===== src/rtl/strobe_fifo_pkg.sv =====
package strobe_fifo_pkg;

    typedef struct packed {
        logic full;
        logic empty;
        logic overflow;
    } lane_flags_t;

    function automatic int unsigned wrap_inc(input int unsigned ptr, input int unsigned limit);
        return (ptr + 1 == limit) ? 0 : ptr + 1;
    endfunction

endpackage


===== src/rtl/strobe_sync.sv =====
module strobe_sync #(
    parameter int N = 3
) (
    input  logic         clk,
    input  logic         rst,
    input  logic [N-1:0] async_in,
    output logic [N-1:0] level
);
    for (genvar i = 0; i < N; i++) begin : g_bit
        logic meta_q, sync_q;
        always_ff @(posedge clk) begin
            if (rst) begin
                meta_q <= 1'b1;
                sync_q <= 1'b1;
            end else begin
                meta_q <= async_in[i];
                sync_q <= meta_q;
            end
        end
        assign level[i] = sync_q;
    end
endmodule


===== src/rtl/edge_rise.sv =====
module edge_rise #(
    parameter int N = 2
) (
    input  logic         clk,
    input  logic         rst,
    input  logic [N-1:0] level,
    output logic [N-1:0] rise
);
    logic [N-1:0] prev_q;

    always_ff @(posedge clk) begin
        if (rst) prev_q <= '1;
        else     prev_q <= level;
    end

    assign rise = level & ~prev_q;
endmodule


===== src/rtl/fifo_lane.sv =====
module fifo_lane
    import strobe_fifo_pkg::*;
#(
    parameter int DATA_W   = 8,
    parameter int DEPTH    = 16,
    parameter int LQ_DEPTH = 4,
    localparam int PTR_W   = $clog2(DEPTH),
    localparam int CNT_W   = $clog2(DEPTH + 1),
    localparam int LQP_W   = $clog2(LQ_DEPTH),
    localparam int LQC_W   = $clog2(LQ_DEPTH + 1)
) (
    input  logic              clk,
    input  logic              rst,
    input  logic              wr_stb,
    input  logic [DATA_W-1:0] wr_data,
    input  logic              commit_stb,
    input  logic              rd_pop,
    output lane_flags_t       flags,
    output logic              pkt_valid,
    output logic [CNT_W-1:0]  pkt_len,
    output logic [DATA_W-1:0] rd_data,
    output logic              rd_last
);
    logic [DATA_W-1:0] mem [DEPTH];
    logic [CNT_W-1:0]  lenq [LQ_DEPTH];
    logic [PTR_W-1:0]  wptr, rptr;
    logic [CNT_W-1:0]  count, pending, consumed;
    logic [LQP_W-1:0]  lq_wp, lq_rp;
    logic [LQC_W-1:0]  lq_cnt;
    logic              ovf_q;

    logic             wr_ok, lq_full, push_len, pop_byte, pop_len;
    logic [CNT_W-1:0] head_len, remain;

    always_comb begin
        wr_ok    = wr_stb && (count != CNT_W'(DEPTH));
        lq_full  = (lq_cnt == LQC_W'(LQ_DEPTH));
        push_len = commit_stb && !lq_full;
        head_len = lenq[lq_rp];
        remain   = head_len - consumed;
        pop_byte = rd_pop && (lq_cnt != '0) && (head_len != '0);
        pop_len  = rd_pop && (lq_cnt != '0) &&
                   ((head_len == '0) || (remain == CNT_W'(1)));
    end

    always_ff @(posedge clk) begin
        if (wr_ok) mem[wptr] <= wr_data;
        if (push_len) lenq[lq_wp] <= pending + CNT_W'(wr_ok);
    end

    always_ff @(posedge clk) begin
        if (rst) begin
            wptr     <= '0;
            rptr     <= '0;
            count    <= '0;
            pending  <= '0;
            consumed <= '0;
            lq_wp    <= '0;
            lq_rp    <= '0;
            lq_cnt   <= '0;
            ovf_q    <= 1'b0;
        end else begin
            if (wr_ok)
                wptr <= PTR_W'(wrap_inc(32'(wptr), DEPTH));
            if (pop_byte)
                rptr <= PTR_W'(wrap_inc(32'(rptr), DEPTH));
            count <= count + CNT_W'(wr_ok) - CNT_W'(pop_byte);
            if ((wr_stb && !wr_ok) || (commit_stb && lq_full))
                ovf_q <= 1'b1;
            if (push_len)   pending <= '0;
            else if (wr_ok) pending <= pending + CNT_W'(1);
            if (pop_len)       consumed <= '0;
            else if (pop_byte) consumed <= consumed + CNT_W'(1);
            if (push_len)
                lq_wp <= LQP_W'(wrap_inc(32'(lq_wp), LQ_DEPTH));
            if (pop_len)
                lq_rp <= LQP_W'(wrap_inc(32'(lq_rp), LQ_DEPTH));
            lq_cnt <= lq_cnt + LQC_W'(push_len) - LQC_W'(pop_len);
        end
    end

    assign flags.full     = (count == CNT_W'(DEPTH));
    assign flags.empty    = (count == '0);
    assign flags.overflow = ovf_q;
    assign pkt_valid      = (lq_cnt != '0);
    assign pkt_len        = head_len;
    assign rd_data        = mem[rptr];
    assign rd_last        = (remain <= CNT_W'(1));

    assert_fill_bound_R4: assert property (@(posedge clk) disable iff (rst)
        count <= CNT_W'(DEPTH));

    assert_no_overflow_R5: assert property (@(posedge clk) disable iff (rst)
        (wr_stb && flags.full) |=> ($stable(wptr) && flags.overflow));

    assert_committed_only_R8: assert property (@(posedge clk) disable iff (rst)
        pending <= count);

    assert_empty_packet_R7: assert property (@(posedge clk) disable iff (rst)
        (commit_stb && !lq_full && !wr_stb && pending == '0 && !pop_len)
        |=> (lq_cnt == $past(lq_cnt) + LQC_W'(1)));
endmodule


===== src/rtl/strobe_fifo_slave.sv =====
module strobe_fifo_slave
    import strobe_fifo_pkg::*;
#(
    parameter int NUM_FIFOS = 2,
    parameter int DATA_W    = 8,
    parameter int DEPTH     = 16,
    parameter int LQ_DEPTH  = 4,
    localparam int SEL_W    = (NUM_FIFOS > 1) ? $clog2(NUM_FIFOS) : 1,
    localparam int CNT_W    = $clog2(DEPTH + 1)
) (
    input  logic                 clk,
    input  logic                 rst,
    input  logic                 wr_n,
    input  logic                 cs_n,
    input  logic                 pktend_n,
    input  logic [SEL_W-1:0]     fifo_sel,
    input  logic [DATA_W-1:0]    wr_data,
    input  logic [SEL_W-1:0]     rd_sel,
    input  logic                 rd_en,
    output logic [NUM_FIFOS-1:0] fifo_full,
    output logic [NUM_FIFOS-1:0] fifo_empty,
    output logic [NUM_FIFOS-1:0] fifo_overflow,
    output logic                 rd_pkt_valid,
    output logic [CNT_W-1:0]     rd_pkt_len,
    output logic [DATA_W-1:0]    rd_data,
    output logic                 rd_last
);
    logic [2:0] lvl;
    logic [1:0] rise;
    logic       wr_s, cs_s, pe_s;

    strobe_sync #(.N(3)) u_sync (
        .clk      (clk),
        .rst      (rst),
        .async_in ({pktend_n, cs_n, wr_n}),
        .level    (lvl)
    );

    assign wr_s = lvl[0];
    assign cs_s = lvl[1];
    assign pe_s = lvl[2];

    edge_rise #(.N(2)) u_edge (
        .clk   (clk),
        .rst   (rst),
        .level ({pe_s, wr_s}),
        .rise  (rise)
    );

    logic [DATA_W-1:0] cap_data;
    logic [SEL_W-1:0]  cap_sel;

    always_ff @(posedge clk) begin
        if (rst) begin
            cap_data <= '0;
            cap_sel  <= '0;
        end else begin
            if (!wr_s)          cap_data <= wr_data;
            if (!wr_s || !pe_s) cap_sel  <= fifo_sel;
        end
    end

    logic [NUM_FIFOS-1:0] wr_vec, commit_vec;
    lane_flags_t          lane_flags [NUM_FIFOS];
    logic                 lane_valid [NUM_FIFOS];
    logic [CNT_W-1:0]     lane_len   [NUM_FIFOS];
    logic [DATA_W-1:0]    lane_data  [NUM_FIFOS];
    logic                 lane_last  [NUM_FIFOS];

    for (genvar i = 0; i < NUM_FIFOS; i++) begin : g_lane
        assign wr_vec[i]     = rise[0] && !cs_s && (cap_sel == SEL_W'(i));
        assign commit_vec[i] = rise[1] && !cs_s && (cap_sel == SEL_W'(i));

        fifo_lane #(
            .DATA_W   (DATA_W),
            .DEPTH    (DEPTH),
            .LQ_DEPTH (LQ_DEPTH)
        ) u_lane (
            .clk        (clk),
            .rst        (rst),
            .wr_stb     (wr_vec[i]),
            .wr_data    (cap_data),
            .commit_stb (commit_vec[i]),
            .rd_pop     (rd_en && (rd_sel == SEL_W'(i))),
            .flags      (lane_flags[i]),
            .pkt_valid  (lane_valid[i]),
            .pkt_len    (lane_len[i]),
            .rd_data    (lane_data[i]),
            .rd_last    (lane_last[i])
        );

        assign fifo_full[i]     = lane_flags[i].full;
        assign fifo_empty[i]    = lane_flags[i].empty;
        assign fifo_overflow[i] = lane_flags[i].overflow;
    end

    always_comb begin
        rd_pkt_valid = 1'b0;
        rd_pkt_len   = '0;
        rd_data      = '0;
        rd_last      = 1'b0;
        for (int i = 0; i < NUM_FIFOS; i++) begin
            if (rd_sel == SEL_W'(i)) begin
                rd_pkt_valid = lane_valid[i];
                rd_pkt_len   = lane_len[i];
                rd_data      = lane_data[i];
                rd_last      = lane_last[i];
            end
        end
    end

    assert_single_target_R10: assert property (@(posedge clk) disable iff (rst)
        $onehot0(wr_vec) && $onehot0(commit_vec));
endmodule


===== config.mk =====
export PLATFORM = sky130hd
export DESIGN_NAME = strobe_fifo_slave
export DESIGN_NICKNAME = d
export VERILOG_FILES = /design/src/rtl/strobe_fifo_pkg.sv /design/src/rtl/strobe_sync.sv /design/src/rtl/edge_rise.sv /design/src/rtl/fifo_lane.sv /design/src/rtl/strobe_fifo_slave.sv
export SDC_FILE = /design/constraint.sdc
export NUM_CORES = 1
export LEC_CHECK = 0
export ABC_AREA = 1
export BUFFER_PORTS_ARGS = -buffer_cell sky130_fd_sc_hd__buf_2
export CELL_PAD_IN_SITES_DETAIL_PLACEMENT = 0
export CELL_PAD_IN_SITES_GLOBAL_PLACEMENT = 1
export CORE_AREA = 3 3 185 187
export CTS_CLUSTER_DIAMETER = 60
export DETAILED_ROUTE_END_ITERATION = 10
export DIE_AREA = 0 0 188 190
export PLACE_DENSITY_LB_ADDON = 0.1
export SYNTH_ARGS = -nofsm -noshare
export SYNTH_HDL_FRONTEND = slang
export SYNTH_SLANG_ARGS = --single-unit

===== constraint.sdc =====
create_clock -name clk -period 7.8 [get_ports clk]
set_input_delay 1.56 -clock clk [delete_from_list [all_inputs] [get_ports clk]]
set_output_delay 1.56 -clock clk [all_outputs]
set_load 0.1 [all_outputs]

=== After elaboration in Yosys (flattened, before gate mapping) ===
Memory sizes are Yosys's and may differ from the RTL's. A register that Yosys moved wholly into a read port is not among the register bits.
Index checks and enable logic that the tools add are counted.

* Register bits after elaboration: 79
* Bits in latches: 0
* Memory bits (writable): 296
* Memory bits (read-only): 0
* Input bits: 16
* Output and inout bits: 21
* Word-level logic and storage cells: 151
* Memories: 4

* Add/subtract/negate cells: 24
* Multipliers: 0
* Divide/modulo/power cells: 0
* Magnitude comparators: 2
* Eq/ne operators: 16
* Shifts and indexed selects: 0
* Muxes and demuxes: 28
* Bitwise logic cells: 4
* Reductions and logical operators: 46

{| class="wikitable"
|+ Memory list
! memory !! depth !! bits a word !! read ports !! clocked after memory_dff !! wr ports !! line !! source
|-
| g_lane[0].u_lane.mem || 16 || 8 || 1 || 1 || 1 || fifo_lane.sv:24 || <nowiki>logic [DATA_W-1:0] mem [DEPTH];</nowiki>
|-
| g_lane[1].u_lane.mem || 16 || 8 || 1 || 1 || 1 || fifo_lane.sv:24 ||
|-
| g_lane[0].u_lane.lenq || 4 || 5 || 1 || 1 || 1 || fifo_lane.sv:25 || <nowiki>logic [CNT_W-1:0] lenq [LQ_DEPTH];</nowiki>
|-
| g_lane[1].u_lane.lenq || 4 || 5 || 1 || 1 || 1 || fifo_lane.sv:25 ||
|}

{| class="wikitable"
|+ Operators with widths
! operator !! count
|-
| 4-bit two-way mux || 8
|-
| 5-bit equality test, second input constant || 6
|-
| 1-bit logical AND || 22
|-
| 4-bit by 1-bit adder with 5-bit output, second input constant || 4
|-
| 5-bit by 1-bit adder with 5-bit output || 4
|-
| 5-bit by 1-bit adder with 5-bit output, second input constant || 4
|-
| 5-bit logical NOT || 4
|-
| 3-bit equality test, second input constant || 6
|-
| 2-bit two-way mux || 8
|-
| 2-bit by 1-bit adder with 3-bit output, second input constant || 4
|-
| 5-bit by 1-bit equality test with 1-bit output, second input constant || 2
|-
| 5-bit by 1-bit <= comparator with 1-bit output, second input constant || 2
|-
| 1-bit two-way mux || 10
|-
| 5-bit inequality test, second input constant || 2
|-
| 5-bit nonzero test || 2
|-
| 5-bit by 1-bit subtractor with 5-bit output || 2
|-
| 5-bit subtractor || 2
|-
| 8-bit two-way mux || 1
|-
| 2-bit OR reduction || 4
|-
| 1-bit logical NOT || 7
|-
| 3-bit by 1-bit adder with 3-bit output || 2
|-
| 3-bit nonzero test || 2
|-
| 3-bit by 1-bit subtractor with 3-bit output || 2
|-
| 1-bit logical OR || 5
|-
| 4 further kinds || 5
|}

=== Logic depth before layout (Yosys ltp) ===
Gate-level depths: netlist of the first run.

* Depth in word-level cells: 8
* Depth in mapped cells: 22
* Gate-level depth less buffers: 22

=== Modules after synthesis ===
From an unflattened synthesis of the first run, not the netlist that was laid out.

* Cells, all modules: 1516
* Area total of the unflattened synthesis: 16920.0 µm²

{| class="wikitable"
|+ By module, submodules not included
! module !! instances !! cells each !! area an instance (µm²) !! seq. area each (µm²)
|-
| fifo_lane at g_lane[0].u_lane || 1 || 694 || 8047.7 || 5185.0
|-
| fifo_lane at g_lane[1].u_lane || 1 || 690 || 8034.0 || 5185.0
|-
| strobe_fifo_slave || 1 || 101 || 575.6 || 180.2
|-
| strobe_sync || 1 || 22 || 191.4 || 120.1
|-
| edge_rise || 1 || 9 || 71.3 || 40.0
|}

=== Least setup slack after synthesis of the first run ===
No wires, ideal clock.

* Path type: input to output
* From: in rd_sel
* To: out rd_pkt_len[0]
* Arrival time: 3.868 ns
* Required time: 6.240 ns
* Setup slack: 2.372 ns
* Stages on the path: 2
* Path buffers: 1
* Cells stage by stage: clkbuf_1 -> o21ai_0

* Word-level cells in the longest chain between the ends: 1

{| class="wikitable"
|+ RTL lines
! element !! line !! source
|-
| start, declared || strobe_fifo_slave.sv:18 || <nowiki>input logic [SEL_W-1:0] rd_sel,</nowiki>
|-
| 5-bit two-way mux || strobe_fifo_slave.sv:103 || <nowiki>if (rd_sel == SEL_W'(i)) begin</nowiki>
|-
| end, declared || strobe_fifo_slave.sv:24 || <nowiki>output logic [CNT_W-1:0] rd_pkt_len,</nowiki>
|}

Every way passes these cells.

==> results of run 1 <==
## Yosys cell counts, types with 24 or more instances
cell / number / area share, %
a21oi_1: 35 / 1.1
clkbuf_1: 33 / 0.74
dfxtp_1: 91 / 11
edfxtp_1: 296 / 53
ha_1: 51 / 3.8
inv_1: 110 / 2.5
nand2_1: 134 / 3.0
nand3_1: 79 / 2.4
nor2_1: 272 / 6.1
o211ai_1: 32 / 1.4
o21ai_0: 170 / 5.1
o221ai_1: 24 / 1.3
## kinds of logic after synthesis
| logic type | after synthesis |
|---|---|
| AND/OR/NAND/NOR | 552 |
| flip-flops | 387 |
| AO/OA/AOI/OAI | 305 |
| buffers and inverters | 188 |
| adder cells (fa/ha/maj) | 57 |
| XOR/XNOR | 22 |
## flip-flops by register name (all words and copies together) (netlist names), 4 cells and up, named ones only
name / count
cap_data: 8
g_lane.u_lane.consumed: 10
g_lane.u_lane.count: 10
g_lane.u_lane.lenq: 40
g_lane.u_lane.lq_cnt: 6
g_lane.u_lane.lq_rp: 4
g_lane.u_lane.lq_wp: 4
g_lane.u_lane.mem: 256
g_lane.u_lane.pending: 10
g_lane.u_lane.rptr: 8
g_lane.u_lane.wptr: 8
## worst register-to-register path: stages (launching register included)
cell	delay (ns)
dfxtp_1	0.60
inv_2	0.19
nand2_1	0.12
nand3_2	0.10
nand2_2	0.09
ha_1	0.13
inv_1	0.06
fa_1	0.45
or2_2	0.30
nor2_1	0.11
nand3_1	0.10
nand2_2	0.13
nand2_2	0.09
inv_1	0.06
ha_1	0.22
inv_1	0.05
ha_1	0.13
inv_1	0.05
fa_1	0.37
o21ai_0	0.18
a21oi_1	0.06
## layer usage
metal | global-route usage [%] | up-vias
met5 | 0 | -
met4 | 5.08 | 0
met3 | 3.26 | 50
met2 | 33.0 | 256
met1 | 29.9 | 5258
li1 | - | 5318
## stage by stage
step,std cells,instance area [µm²]
floorplan,1511,16600
global placement,1940,17200
detailed placement,1940,17200
CTS,2013,18400
global route,2013,18400
finish,2013,18400
## area by class of cell
type	instances	area (µm²)
clock buffers	56	1090
clock inverters	17	163
fillers	2764	14200
inverters	125	472
multi-input cells	936	5140
flip-flops and latches	387	10700
well taps	442	553
repair buffers	50	285
## cells in the final DEF, fill, tap and decap left out, types with 5 or more instances in the layout
master	instances
nand2_1	134
nor2_1	272
dfxtp_1	89
a21oi_1	35
nand3_1	79
nor3_1	6
o221ai_1	24
inv_1	110
o21ai_0	170
o21ai_1	14
buf_4	14
buf_2	36
nor2_2	7
or2_2	10
o211ai_1	32
nand3_2	7
edfxtp_1	296
o22ai_1	9
inv_2	14
clkinv_1	7
ha_1	51
nand2_2	18
clkbuf_16	41
fa_1	6
xnor2_1	7
o21a_1	5
xor2_1	14
clkbuf_1	14
## worst max-delay path by stage
stage               startpoint            end  slack, ns
floorplan               rd_sel  rd_pkt_len[0]       2.37
CTS                   register        rd_last       2.84
global route          register        rd_last       2.57
finish                register        rd_last       2.77
global placement        rd_sel  rd_pkt_len[3]       3.31
detailed placement      rd_sel  rd_pkt_len[3]       3.22
## power groups by stage
stage | logic, µW | registers, µW | clock network (µW)
after floorplan | 55.8 | 2270 | 0
after CTS | 93.8 | 2230 | 1870
after global placement | 92.9 | 2270 | 0
final | 92.9 | 2230 | 1840
after global routing | 101 | 2230 | 1960
after detailed placement | 93.6 | 2270 | 0
==> qor.yml, run 1 <==
outcome: "finished, final reports clean"
dr_wl_met3_um: 1990
top_layer: "met4"
synthDistinctLibCells: 50
fin_ws_ns: 2.77
synthFlopType: "edfxtp_1"
yosys.area_share.adder_pct: 4.56
fin_skew_ns: 0.0217
antenna_found_initial: 0
area_growth_pct: 10.7
critPathMaxStageDelay_ns: 0.56
syn_area_per_cell_um2: 11.0
period_minus_slack_ns: 5.03
synth_mux_area_share_pct: 0
relSlewSlack_pct: 13.6
power_density_mw_per_mm2: 226
synthSimpleGateAreaFrac_pct: 14.5
drt_first_iter_violations: 953
cts_hold_buf: 0
cts_tree: "built"
place_congestion: 0.768
core_area_mm2: 0.0326
syn_inst: 1511
dieArea_mm2: 0.0357
dr_wl_met2_um: 17100
yosysWarningCount: 0
peakVddDrop_v: 0.000165
r2r_cells: 20
hold_viol_final: 0
setup_tns_ns: 0
slew_viol_final: 0
crit_slowest_cell: "dfxtp_1"
fp.dieW_um: 188
internal_power_uw: 3310
fin_util_pct: 56.5
synth_edf_count: 296
end_kind: "output pin"
viasPerCell: 5.41
clockPowerShare_pct: 44.2
cpMostUsedCell: "nand3_1"
root_buffer: "clkbuf_16"
min_path_type: "reg2reg"
power_switching_uw: 845
hold_ws_ns: 0.409
holdPathStages: 1
fp-row-count: 66
ys_seq_area_share_pct: 64.4
post-cts-setup-buffer-count: 0
port_buffers: 36
path_buf_inv: 3
cts_resized: 0
reg2reg_setup_slack_ns: 4.12
crit_cells: 13
p_leak_uw: 0.00661
path_cells: "inv_2 > nand2_1 > nand3_1 > nand2_2 > ha_1 > inv_1 > fa_1 > a21oi_1 > o21bai_1 > nand3_1 > nand4_1 > o22ai_1 > buf_2"
synth_nets: 1584
clock-sinks: 387
pwr-share-comb_pct: 2.2
max_cap_violations: 0
grt_pass1_vias: 10500
drtPass1Iterations: 4
cp.required_ns: 6.24
finalCritPeriodShare_pct: 64.5
wl_met1_um: 17100
cpLargestDelayFamily: "buffers and inverters"
worstSetupPathType: "reg2out"
rsz0062_at_grt: "no"
cp_max_fo: 11
syn_area_mm2: 0.0166
antenna_left: 0
grt_first_pass_wirelength_um: 57800
dp_worst_setup_slack_ns: 3.22
worstHoldEndpoint: "u_sync.g_bit[0].sync_q"
layout-drive-gt1-share_pct: 11.1
synth_top_family_by_area: "simple AND/OR/NAND/NOR gates"
antenna-diode-count: 0
total_power_uw: 4160
worst_slew_pin_slew_ns: 1.29
synth-compound-area-share_pct: 10.6
fin_nets: 1614
dr_total_vias: 10900
grt_max_degree: 66
cts_buffer_depth: 3
synth_xor_xnor_area_share_pct: 1.20
async_flop_share_pct: 0
max_freq_mhz: 199
die-height_um: 190
switching_share_pct: 20.3
clk_pin_slew_ns: 0.06
htreeDepth: 2
ys_ff_latch: 387
drt_wl_total_um: 36900
ios: 37
track_usage_pct: 20.6
wl_per_cell_um: 18.3
clk_latency_ns: 0.53
r2r_end: "g_lane[1].u_lane.lq_cnt[2]"
start_util_pct: 51.0
finalSetupViolCount: 0
cts_buffers: 41
grt_overflow: 0
critPathArrivalTime_ns: 3.47
worst_setup_path_start_kind: "register"
p_seq_share_pct: 53.5
post-route-drc-count: 0
dpl.hpwl_um: 23200
min-delay-start: "u_sync.g_bit[0].meta_q"
Power figures use the tool's default switching activity.
==> run 2: changes to the inputs <==
ABC_AREA = 0   (was 1)
CORE_AREA = 3 3 187 189   (was 3 3 185 187)
DIE_AREA = 0 0 190 192   (was 0 0 188 190)
clock period = 4.1 ns   (was 7.8 ns; I/O delays follow)
==> qor.yml, run 2 <==
outcome: "finished, final reports clean"
path_cells: "buf_4 > mux4_2 > ha_1 > nor2b_1 > o21ai_0 > nor3b_1 > o211ai_2 > o22ai_2 > buf_12"
syn_area_mm2: 0.0160  # -3.8%
crit_end: "rd_last"
cp.required_ns: 3.28  # -2.96 ns
worst_setup_path_start_kind: "register"
largest-register: "g_lane.u_lane.mem"
synth_edf_count: 296  # unchanged
p_leak_uw: 0.00631  # -4.5%
area_growth_pct: 14.2
ios: 37  # unchanged
grt_pass1_vias: 8354  # -20%
ys_seq_area_share_pct: 66.9  # +2.6 points
cp_max_fo: 4  # -7
grt_max_degree: 44  # -33%
crit_cells: 9  # -4
power_density_mw_per_mm2: 445  # +97%
max_cap_violations: 0  # unchanged
start_util_pct: 47.8  # -3.2 points
synth_top_area_cell: "edfxtp_1"
cts_tree: "built"
htreeDepth: 2  # unchanged
dieArea_mm2: 0.0365  # +2.1%
drt_first_iter_violations: 496  # -48%
peakVddDrop_v: 0.000316  # +92%
cpLargestDelayFamily: "compound AO/OA/AOI/OAI gates"
synthDistinctLibCells: 51  # +2.0%
core_area_mm2: 0.0334  # +2.5%
min-delay-start: "u_sync.g_bit[0].meta_q"
drt_wl_total_um: 31800  # -14%
path_buf_inv: 2  # -1
synth.top_cell.area_share_pct: 55.6  # +2.1 points
dpl.hpwl_um: 20700  # -11%
finalSetupViolCount: 0  # unchanged
slew_viol_final: 0  # unchanged
synth_nets: 1041  # -34%
end_kind: "output pin"
syn_area_per_cell_um2: 16.5  # +50%
syn_inst: 968  # -36%
die-height_um: 192  # +1.1%
worst_slew_pin_slew_ns: 1.23  # -0.0670 ns
fin_util_pct: 54.6  # -1.8 points
antenna_found_initial: 3  # +3
clock-sinks: 387  # unchanged
relSlewSlack_pct: 18.1  # +4.5 points
drtPass1Iterations: 4  # unchanged
reg_top3: "g_lane.u_lane.mem x256, g_lane.u_lane.lenq x40"
max_freq_mhz: 253
nFillCells: 2687  # -2.8%
clk_pin_slew_ns: 0.06  # about the same
crit_slowest_cell: "mux4_2"
critPathArrivalTime_ns: 3.13  # -0.34 ns
min_path_type: "reg2reg"
setup_tns_ns: 0  # unchanged
layout-drive-gt1-share_pct: 23.8  # +13 points
worstSetupPathType: "reg2out"
place_congestion: 0.760  # -1.2%
r2r_end: "g_lane[1].u_lane.lq_cnt[2]"
fin_nets: 1111  # -31%
yosysWarningCount: 0  # unchanged
antenna_left: 0  # unchanged
fp.dieW_um: 190  # +1.1%
r2r_cells: 17  # -15%
final_cell_mix: "edfxtp_1, mux4_2, dfxtp_1"
ys_ff_latch: 387  # unchanged
root_buffer: "clkbuf_16"
yosysMostFrequentCell: "edfxtp_1"
port_buffers: 36  # unchanged
reg2reg_setup_slack_ns: 0.24  # -3.88 ns
grt_overflow: 0  # unchanged
fp-row-count: 67  # +1.5%
cts_hold_buf: 0  # unchanged
fin_skew_ns: 0.0212  # -0.000501 ns
viasPerCell: 5.27  # -2.5%
rsz0062_at_grt: "no"
cts_buffers: 43  # +4.9%
clk_latency_ns: 0.53  # about the same
largest_reg_flops: 256  # unchanged
cts_buffer_depth: 3  # unchanged
track_usage_pct: 17.9  # -2.8 points
grt_first_pass_wirelength_um: 49300  # -15%
netlist_top_cells_count: "edfxtp_1, dfxtp_1, mux4_2"
synthFlopType: "edfxtp_1"
final_common_cell: "edfxtp_1"
dr_total_vias: 8015  # -26%
hold_viol_final: 0  # unchanged
finalCritPeriodShare_pct: 96.3
wl_per_cell_um: 20.9  # +14%
period_minus_slack_ns: 3.95
antenna-diode-count: 0  # unchanged
netlist_top_cells_area: "edfxtp_1, mux4_2, dfxtp_1, ha_1, nor2_1"
critPathMaxStageDelay_ns: 0.58  # +0.02 ns
post-route-drc-count: 0  # unchanged
async_flop_share_pct: 0  # unchanged
[run 2: layout make-up]
cell class	instances	area (µm²)	share of cell area, %
clock buffer	55	1170	6.42
tap	448	561	3.07
multi-input combinational	496	4970	27.2
sequential	387	10700	58.6
timing repair buffer	70	479	2.62
inverter	40	150	0.822
clock inverter	24	226	1.24
[run 2: logic make-up (layout without fill, tap and decap cells)]
family | after synthesis | after routing | synth area share [%]
DFF | 387 | 387 | 66.9
and+or+nand+nor | 237 | 237 | 7.47
muxes | 113 | 113 | 14.1
buffers and inverters | 85 | 189 | 2.27
adders and majority gates | 57 | 57 | 4.74
xor gates and xnor gates | 49 | 49 | 2.85
AOI/OAI and AO/OA | 40 | 40 | 1.61
[run 2: worst min path at each step]
stage,endpoint,slack (ns),cells past startpoint
after CTS,u_sync.g_bit[0].sync_q,0.41,1
final,u_sync.g_bit[0].sync_q,0.41,1
after detailed placement,u_sync.g_bit[0].sync_q,0.40,1
after global placement,u_sync.g_bit[1].sync_q,0.39,1
after floorplan,u_sync.g_bit[0].sync_q,0.39,1
after global routing,u_sync.g_bit[0].sync_q,0.43,1
[run 2: layer usage]
layer,track usage (%),up-vias,share of wire (%)
met5,0,-,0.13
met4,4.44,6,1.9
met3,3.63,51,5.2
met2,29.9,154,48
met1,24.2,4009,45
li1,-,3795,-
[run 2: metrics by stage]
stage | hold WS [ns] | worst slack (ns) | instance area (µm²) | cells | power [µW]
after floorplan | 0.389 | 0.0881 | 16000 | 968 | 4400
after detailed placement | 0.395 | 0.0876 | 16800 | 1437 | 4460
final | 0.406 | 0.152 | 18300 | 1520 | 8130
after global placement | 0.391 | 0.208 | 16800 | 1437 | 4460
after CTS | 0.408 | 0.0165 | 18200 | 1516 | 8220
after global routing | 0.427 | 0.0139 | 18300 | 1520 | 8380
[run 2: repair_timing]
action	in CTS	in global routing
buffers inserted	0	4
setup endpoints to repair	0	2
resized for setup	0	8
[run 2: where the power goes]
part           total [µW]  switching [µW]  internal (µW)
logic                 158             124           33.8
clock network        3760            1530           2230
registers            4210            15.1           4200
total                8130            1670           6460
